$ cat config.mk
export PLATFORM = sky130hd
export DESIGN_NAME = strap_capture_unit
export DESIGN_NICKNAME = d
export VERILOG_FILES = /design/src/rtl/strap_pkg.sv /design/src/rtl/strap_rst_sync.sv /design/src/rtl/strap_in_sync.sv /design/src/rtl/strap_seq.sv /design/src/rtl/strap_pad_ctrl.sv /design/src/rtl/strap_capture_unit.sv
export SDC_FILE = /design/constraint.sdc
export NUM_CORES = 1
export LEC_CHECK = 0
export BUFFER_PORTS_ARGS = -buffer_cell sky130_fd_sc_hd__clkbuf_2
export CAP_MARGIN = 20
export CORE_ASPECT_RATIO = 1.25
export CORE_MARGIN = 3
export CORE_UTILIZATION = 35
export DETAILED_ROUTE_END_ITERATION = 10
export GPL_TIMING_DRIVEN = 1
export SYNTH_ARGS = -nofsm -noshare
export SYNTH_HDL_FRONTEND = slang
export SYNTH_SLANG_ARGS = --single-unit
$ cat constraint.sdc
create_clock -name clk_i -period 0.8 [get_ports clk_i]
set_clock_uncertainty 0.2 [all_clocks]
set_input_delay 0.04 -clock clk_i [delete_from_list [all_inputs] [get_ports clk_i]]
set_output_delay 0.04 -clock clk_i [all_outputs]
set_load 0.05 [all_outputs]
$ cat src/rtl/strap_pkg.sv
package strap_pkg;

    typedef enum logic [1:0] {
        SC_SETTLE  = 2'd0,
        SC_CAPTURE = 2'd1,
        SC_RUN     = 2'd2
    } strap_state_e;

endpackage

$ cat src/rtl/strap_rst_sync.sv
module strap_rst_sync (
    input  logic clk_i,
    input  logic por_ni,
    input  logic chip_rst_ni,
    output logic rst_no
);
    typedef struct packed {
        logic meta;
        logic sync;
    } rsync_t;

    rsync_t r_d, r_q;
    logic   hard_n;

    assign hard_n = por_ni & chip_rst_ni;

    always_comb begin
        r_d      = r_q;
        r_d.meta = 1'b1;
        r_d.sync = r_q.meta;
    end

    always_ff @(posedge clk_i or negedge hard_n) begin
        if (!hard_n) begin
            r_q <= '0;
        end else begin
            r_q <= r_d;
        end
    end

    assign rst_no = r_q.sync;
endmodule

$ cat src/rtl/strap_in_sync.sv
module strap_in_sync #(
    parameter int unsigned WIDTH = 4
) (
    input  logic             clk_i,
    input  logic [WIDTH-1:0] d_i,
    output logic [WIDTH-1:0] q_o
);
    for (genvar b = 0; b < WIDTH; b++) begin : g_bit
        logic [1:0] st_d, st_q;

        always_comb begin
            st_d    = st_q;
            st_d[0] = d_i[b];
            st_d[1] = st_q[0];
        end

        always_ff @(posedge clk_i) begin
            st_q <= st_d;
        end

        assign q_o[b] = st_q[1];
    end
endmodule

$ cat src/rtl/strap_seq.sv
module strap_seq
    import strap_pkg::*;
#(
    parameter int unsigned NUM_STRAPS    = 4,
    parameter int unsigned SETTLE_CYCLES = 4
) (
    input  logic                  clk_i,
    input  logic                  rst_ni,
    input  logic [NUM_STRAPS-1:0] pad_sync_i,
    output logic [NUM_STRAPS-1:0] strap_o,
    output logic                  valid_o,
    output logic                  oe_on_o
);
    localparam int unsigned CNT_W = (SETTLE_CYCLES < 2) ? 1 : $clog2(SETTLE_CYCLES);
    localparam logic [CNT_W-1:0] CNT_LAST = CNT_W'(SETTLE_CYCLES - 1);

    typedef struct packed {
        strap_state_e          state;
        logic [CNT_W-1:0]      cnt;
        logic [NUM_STRAPS-1:0] straps;
        logic                  valid;
        logic                  oe_on;
    } seq_t;

    localparam seq_t SEQ_RST = '{state: SC_SETTLE, cnt: '0, straps: '0, valid: 1'b0, oe_on: 1'b0};

    seq_t s_d, s_q;

    always_comb begin
        s_d = s_q;
        unique case (s_q.state)
            SC_SETTLE: begin
                if (s_q.cnt == CNT_LAST) begin
                    s_d.state = SC_CAPTURE;
                end else begin
                    s_d.cnt = s_q.cnt + 1'b1;
                end
            end
            SC_CAPTURE: begin
                s_d.straps = pad_sync_i;
                s_d.valid  = 1'b1;
                s_d.state  = SC_RUN;
            end
            SC_RUN: begin
                s_d.oe_on = 1'b1;
            end
            default: begin
                s_d = SEQ_RST;
            end
        endcase
    end

    always_ff @(posedge clk_i or negedge rst_ni) begin
        if (!rst_ni) begin
            s_q <= SEQ_RST;
        end else begin
            s_q <= s_d;
        end
    end

    assign strap_o = s_q.straps;
    assign valid_o = s_q.valid;
    assign oe_on_o = s_q.oe_on;
endmodule

$ cat src/rtl/strap_pad_ctrl.sv
module strap_pad_ctrl #(
    parameter int unsigned NUM_STRAPS = 4
) (
    input  logic                  oe_on_i,
    input  logic [NUM_STRAPS-1:0] func_out_i,
    output logic [NUM_STRAPS-1:0] pad_oe_o,
    output logic [NUM_STRAPS-1:0] pad_out_o
);
    for (genvar p = 0; p < NUM_STRAPS; p++) begin : g_pin
        assign pad_oe_o[p]  = oe_on_i;
        assign pad_out_o[p] = oe_on_i & func_out_i[p];
    end
endmodule

$ cat src/rtl/strap_capture_unit.sv
module strap_capture_unit #(
    parameter int unsigned NUM_STRAPS    = 4,
    parameter int unsigned SETTLE_CYCLES = 4
) (
    input  logic                  clk_i,
    input  logic                  por_ni,
    input  logic                  chip_rst_ni,
    input  logic [NUM_STRAPS-1:0] pad_in_i,
    input  logic [NUM_STRAPS-1:0] func_out_i,
    output logic [NUM_STRAPS-1:0] pad_oe_o,
    output logic [NUM_STRAPS-1:0] pad_out_o,
    output logic [NUM_STRAPS-1:0] strap_o,
    output logic                  strap_valid_o
);
    logic                  int_rst_n;
    logic [NUM_STRAPS-1:0] pad_sync;
    logic                  oe_on;

    strap_rst_sync i_rst_sync (
        .clk_i       (clk_i),
        .por_ni      (por_ni),
        .chip_rst_ni (chip_rst_ni),
        .rst_no      (int_rst_n)
    );

    strap_in_sync #(.WIDTH(NUM_STRAPS)) i_in_sync (
        .clk_i (clk_i),
        .d_i   (pad_in_i),
        .q_o   (pad_sync)
    );

    strap_seq #(.NUM_STRAPS(NUM_STRAPS), .SETTLE_CYCLES(SETTLE_CYCLES)) i_seq (
        .clk_i      (clk_i),
        .rst_ni     (int_rst_n),
        .pad_sync_i (pad_sync),
        .strap_o    (strap_o),
        .valid_o    (strap_valid_o),
        .oe_on_o    (oe_on)
    );

    strap_pad_ctrl #(.NUM_STRAPS(NUM_STRAPS)) i_pad_ctrl (
        .oe_on_i    (oe_on),
        .func_out_i (func_out_i),
        .pad_oe_o   (pad_oe_o),
        .pad_out_o  (pad_out_o)
    );
endmodule

Yosys cells after proc, flatten, opt, wreduce, memory -nomap -nowiden
Cells that the tools add are included.

storage, ports and cells
  register bits after elaboration = 20
  input port bits = 11
  output and inout port bits = 13
  word-level logic and storage cells = 36

operators by class
  add/subtract/negate cells = 1
  equality and inequality tests = 5
  mux-type cells = 6
  bitwise operators = 7
  reductions and logical operators = 6

operators with widths
  cell                   number
  $pmux W5 S2            1
  $pmux W2 S3            1
  $reduce_or A2 Y1       3
  $and A1 B1 Y1          5
  $eq A2 B2 Y1 const B   2
  $mux W2                2
  $pmux W2 S2            1
  $reduce_and A2 Y1      2
  $add A2 B1 Y2 const B  1
  $eq A2 B1 Y1 const B   1
  $logic_not A2 Y1       1
  $ne A2 B1 Y1 const B   1
  $ne A2 B2 Y1 const B   1
  $not A1 Y1             2
  $pmux W1 S2            1

Depth between registers and ports, before layout
  word-level depth = 4
  gate-level depth with buffers = 6
  depth with buffers taken out = 5

Cells and area by module
Synthesis repeated with hierarchy kept, for this count alone.

unflattened totals
  cell total of the unflattened synthesis = 74
  area, all modules = 839.6 um^2

by module, submodules not included
  module          times used  cells each  area an instance (um^2)  seq. area each (um^2)
  strap_seq       1           50          534.3                    250.2
  strap_in_sync   1           12          190.2                    160.2
  strap_rst_sync  1           4           60.1                     50.0
  strap_pad_ctrl  1           8           55.1                     0.0

Worst setup path before layout
Ideal clock, no wire load.

  path type = register -> register
  from = reg i_seq.s_q[8] (netlist name)
  to = reg i_seq.s_q (netlist bit i_seq.valid_o)
  library setup time = 125 ps
  arrival = 1292 ps
  required time = 475 ps
  setup slack = -817 ps
  cell stages (with the launch flop) = 6
  buffers on the path = 1
  period minus slack after synthesis = 1617 ps
  cells stage by stage = dfrtp_1 inv_1 ha_1 or2_1 buf_6 mux2_4

on the way
  word-level cells in the longest chain between the ends = 3
  elaborated cells between the ends (all ways) = 5
  classes of those cells = eq/ne (2); mux (1); reduce/logical (2)

RTL lines
  element                                           line             RTL
  start: declaration                                strap_seq.sv:27  seq_t s_d, s_q;
  start signal: assignment                          strap_seq.sv:55  s_q <= SEQ_RST;
  start signal: assignment                          strap_seq.sv:57  s_q <= s_d;
  $eq A2 B2 Y1 or $logic_not A2 Y1 (tied branches)  strap_seq.sv:31  unique case (s_q.state)
  $reduce_or A2 Y1 (no line)                        -
  $pmux W5 S2                                       strap_seq.sv:31

Parallel ways exist; a longest one is shown, timed or not.
A chain may end at the register's enable or synchronous reset.

Worst setup path after layout
  from = reg i_seq.s_q[9] (netlist name)
  to = reg i_seq.s_q (netlist bit i_seq.valid_o)

Same word-level chain as after synthesis.

==> flow_summary.json <==
{
  "vias": 612,
  "wl_met2_um": 891,
  "ys_warn_count": 0,
  "cpMaxStageDelayCell": "dfrtp_1",
  "core_um2": 2072,
  "avgRoutedWirePerCell_um": 11.65,
  "start_util_pct": 38.65,
  "syn_area_um2": 800.8,
  "critPathKind": "register to register",
  "grt_max_degree": 13,
  "arrival_ps": 1530,
  "gr-total-overflow": 0,
  "drc": 0,
  "yosysTopAreaCell": "dfrtp_1",
  "hold_buffers": 6,
  "finalNonFillerCells": 142,
  "async_reset_ff_share_pct": 60.00,
  "grt_first_pass_wirelength_mm": 2.587,
  "h-tree-depth": 1,
  "outcome": "finished with violations",
  "area_growth_pct": 76.88,
  "place_area_um2": 1023,
  "dieArea_um2": 2901,
  "setup_ws_ps": -739.5,
  "wl_met3_um": 72,
  "port_buffers": 23,
  "synth.ff_latch_count": 20,
  "rsz0062_at_grt": "true",
  "antenna_left": 0,
  "drtPass1Iterations": 4,
  "slew_viol_final": 0,
  "yosysMostFrequentCell": "dfrtp_1",
  "cts_buffers": 3,
  "wl_met1_um": 679,
  "crit_buf_inv": 1,
  "ir_drop_mv": 1.044,
  "yosysTopAreaCellShare_pct": 37.50,
  "max_cap_viol_count": 0,
  "totalWireLength_mm": 1.655,
  "finalPower_uw": 2129,
  "synth_xor_area_share_pct": 0,
  "synth-main-ff-cell": "dfrtp_1",
  "yosysSeqAreaShare_pct": 57.50,
  "rows": 18,
  "fin_crit_sh_pct": 192.4,
  "clkSinkCount": 20,
  "die_w_um": 48.78,
  "synth_commonest_cells": "12 x dfrtp_1, 8 x buf_4, 8 x dfxtp_1, 8 x nand2_1",
  "max_stage_delay_ps": 440,
  "power.leakage_uw": 0.0006720,
  "ctsLongestPathBuffers": 2,
  "top_layer": "met4",
  "fmax_mhz": 649.6,
  "synthCells": 69,
  "diodes": 0,
  "antenna_found_initial": 0,
  "r2r_slack_ps": -740,
  "start_kind": "register",
  "synth.net_count": 85,
  "endpoint_kind": "register",
  "synth_simple_gate_area_share_pct": 10.94,
  "power_density_nw_per_um2": 1503,
  "violations": "negative hold slack, negative setup slack",
  "multi_input_area_um2": 325.3,
  "worstPathMaxFanout": 4,
  "clkLatencyLatePin_ps": 300,
  "place_congestion": 0.6634,
  "clk_pin_slew_ps": 120,
  "synth_cell_types": 20,
  "synth_edf_count": 0,
  "nets": 129,
  "ios": 24,
  "crit_family": "flip-flops",
  "dp.cells": 124,
  "cts-root-buf": "clkbuf_4",
  "muxShareOfSynthArea_pct": 4.688,
  "holdWs_ps": -55.70,
  "dp_hpwl_um": 996.7,
  "seq_area_um2": 461.7,
  "grt_pass1_vias": 575,
  "syn_area_per_cell_um2": 11.61,
  "drtIter0Drc": 3,
  "fin_area_um2": 1416,
  "nFillCells": 157,
  "hold_viol": 12,
  "drive_gt1_share_pct": 60.71,
  "synth_top_family_by_area": "simple AND/OR/NAND/NOR gates",
  "avgViaCountPerCell": 4.310,
  "setup-violations-final": 23,
  "die_y_um": 59.48,
  "path_cells": "inv_2, ha_4, or2_4, mux2_4",
  "synth_compound_gate_area_share_pct": 8.281,
  "synth_fa_ha_area_share_pct": 7.813,
  "synth_area_leaders": "dfrtp_1 38%, dfxtp_1 20%, ha_1 7.8%, buf_4 7.5%, and2_1 3.9%",
  "cts_tree": "built",
  "hold_path.class": "primary input to asynchronous set/reset pin",
  "grt_use_total_pct": 11.95,
  "period_minus_slack_ps": 1540,
  "crit_required_ps": 790
}
timing repair:
item	4_1_cts	5_1_grt
pin swaps	6	2
resized for setup	38	15
endpoints found under the hold margin	16	12
setup endpoints to repair	23	23
setup buffers	6	2
final timing paths:
| path | to | cells after the start | start |
|---|---|---|---|
| worst max-delay path | i_seq.valid_o$_DFFE_PN0N_ | 4 | i_seq.s_q[9]$_DFFE_PN0P_ |
| worst min-delay path | i_rst_sync.r_d[0]$_DFF_PN0_ | 3 | chip_rst_ni |
| worst max register to register | i_seq.valid_o$_DFFE_PN0N_ | 4 | i_seq.s_q[9]$_DFFE_PN0P_ |
| worst min register to register | i_seq.strap_o[1]$_DFFE_PN0N_ | 1 | i_rst_sync.rst_no$_DFF_PN0_ |
| max in group asynchronous | i_seq.oe_on_o$_DFFE_PN0N_ | 1 | i_rst_sync.rst_no$_DFF_PN0_ |
| min in group clk_i | i_in_sync.g_bit[2].st_q[1]$_DFF_P_ | 0 | i_in_sync.g_bit[2].st_q[0]$_DFF_P_ |
cell type report:
| class | instances | share of cell area (%) |
|---|---|---|
| repair buffers | 48 | 37.28 |
| flip-flops and latches | 20 | 32.60 |
| multi-input cells | 37 | 22.97 |
| well taps | 30 | 2.650 |
| clock inverters | 1 | 2.120 |
| clock buffers | 3 | 1.590 |
| inverters | 3 | 0.7951 |
placed cells by master (no fill, tap or decap):
| master | Yosys | final |
|---|---|---|
| nand2_1 | 8 | 7 |
| mux2_4 | 1 | 2 |
| inv_2 | 0 | 3 |
| a22o_2 | 2 | 2 |
| nand2_2 | 0 | 1 |
| a21o_1 | 1 | 1 |
| buf_4 | 8 | 15 |
| bufinv_16 | 0 | 1 |
| nor2_1 | 2 | 1 |
| ha_4 | 0 | 3 |
| a22o_1 | 1 | 1 |
| dfrtp_2 | 0 | 1 |
| clkbuf_4 | 0 | 3 |
| dfxtp_1 | 8 | 8 |
| buf_12 | 0 | 1 |
| and2_4 | 0 | 5 |
| clkbuf_2 | 0 | 10 |
| o21ai_1 | 0 | 4 |
| mux2_2 | 2 | 1 |
| a21oi_1 | 1 | 1 |
| ha_1 | 5 | 1 |
| dfrtp_1 | 12 | 11 |
| and2_1 | 5 | 1 |
| or2_4 | 0 | 1 |
| dlygate4sd3_1 | 0 | 6 |
| o21ai_0 | 5 | 1 |
| nor2_2 | 0 | 1 |
| clkbuf_16 | 0 | 6 |
| conb_1 | 1 | 1 |
| ha_2 | 0 | 1 |
| buf_6 | 1 | 4 |
| nor3_2 | 0 | 1 |
| buf_8 | 0 | 6 |
routing by layer:
metal,GRT usage [%],vias up
li1,-,302
met1,13.83,288
met2,20.00,20
met3,3.023,2
met4,7.317,0
met5,0,-
registers in the layout, summed over array words and instances (netlist names):
signal and cells:
i_seq.strap_o 4, i_seq.valid_o 1, i_in_sync.g_bit.st_q 8, i_rst_sync.r_d 1
i_seq.s_q 4, i_rst_sync.rst_no 1, i_seq.oe_on_o 1
power by group:
part / internal, uW / switching (uW)
registers: 1040 / 14.5
clock network: 506 / 314
logic: 132 / 121
logic make-up after synthesis:
kind of cell	count (synthesis)
flip-flops	20
AND/OR/NAND/NOR	18
buffers and inverters	12
AO/OA/AOI/OAI	10
adder cells (fa/ha/maj)	5
multiplexers	3
other	1
per-stage QoR:
step                setup slack [ps]  hold WS [ps]  TNS [ps]  util, %
floorplan                     -755.0        -353.7     -6815        -
global placement              -698.2        -269.5     -8269    49.40
detailed placement            -698.9        -266.0     -8583    49.40
CTS                           -693.3        -69.36    -12740    66.24
global route                  -771.5        -80.10    -14050    68.36
finish                        -739.5        -55.70    -12910    68.36
tightest hold or removal path, cell delays in order:
cell and delay [ps]:
dlygate4sd3_1 520, clkbuf_2 90, and2_1 140
Power figures use the tool's default switching activity.
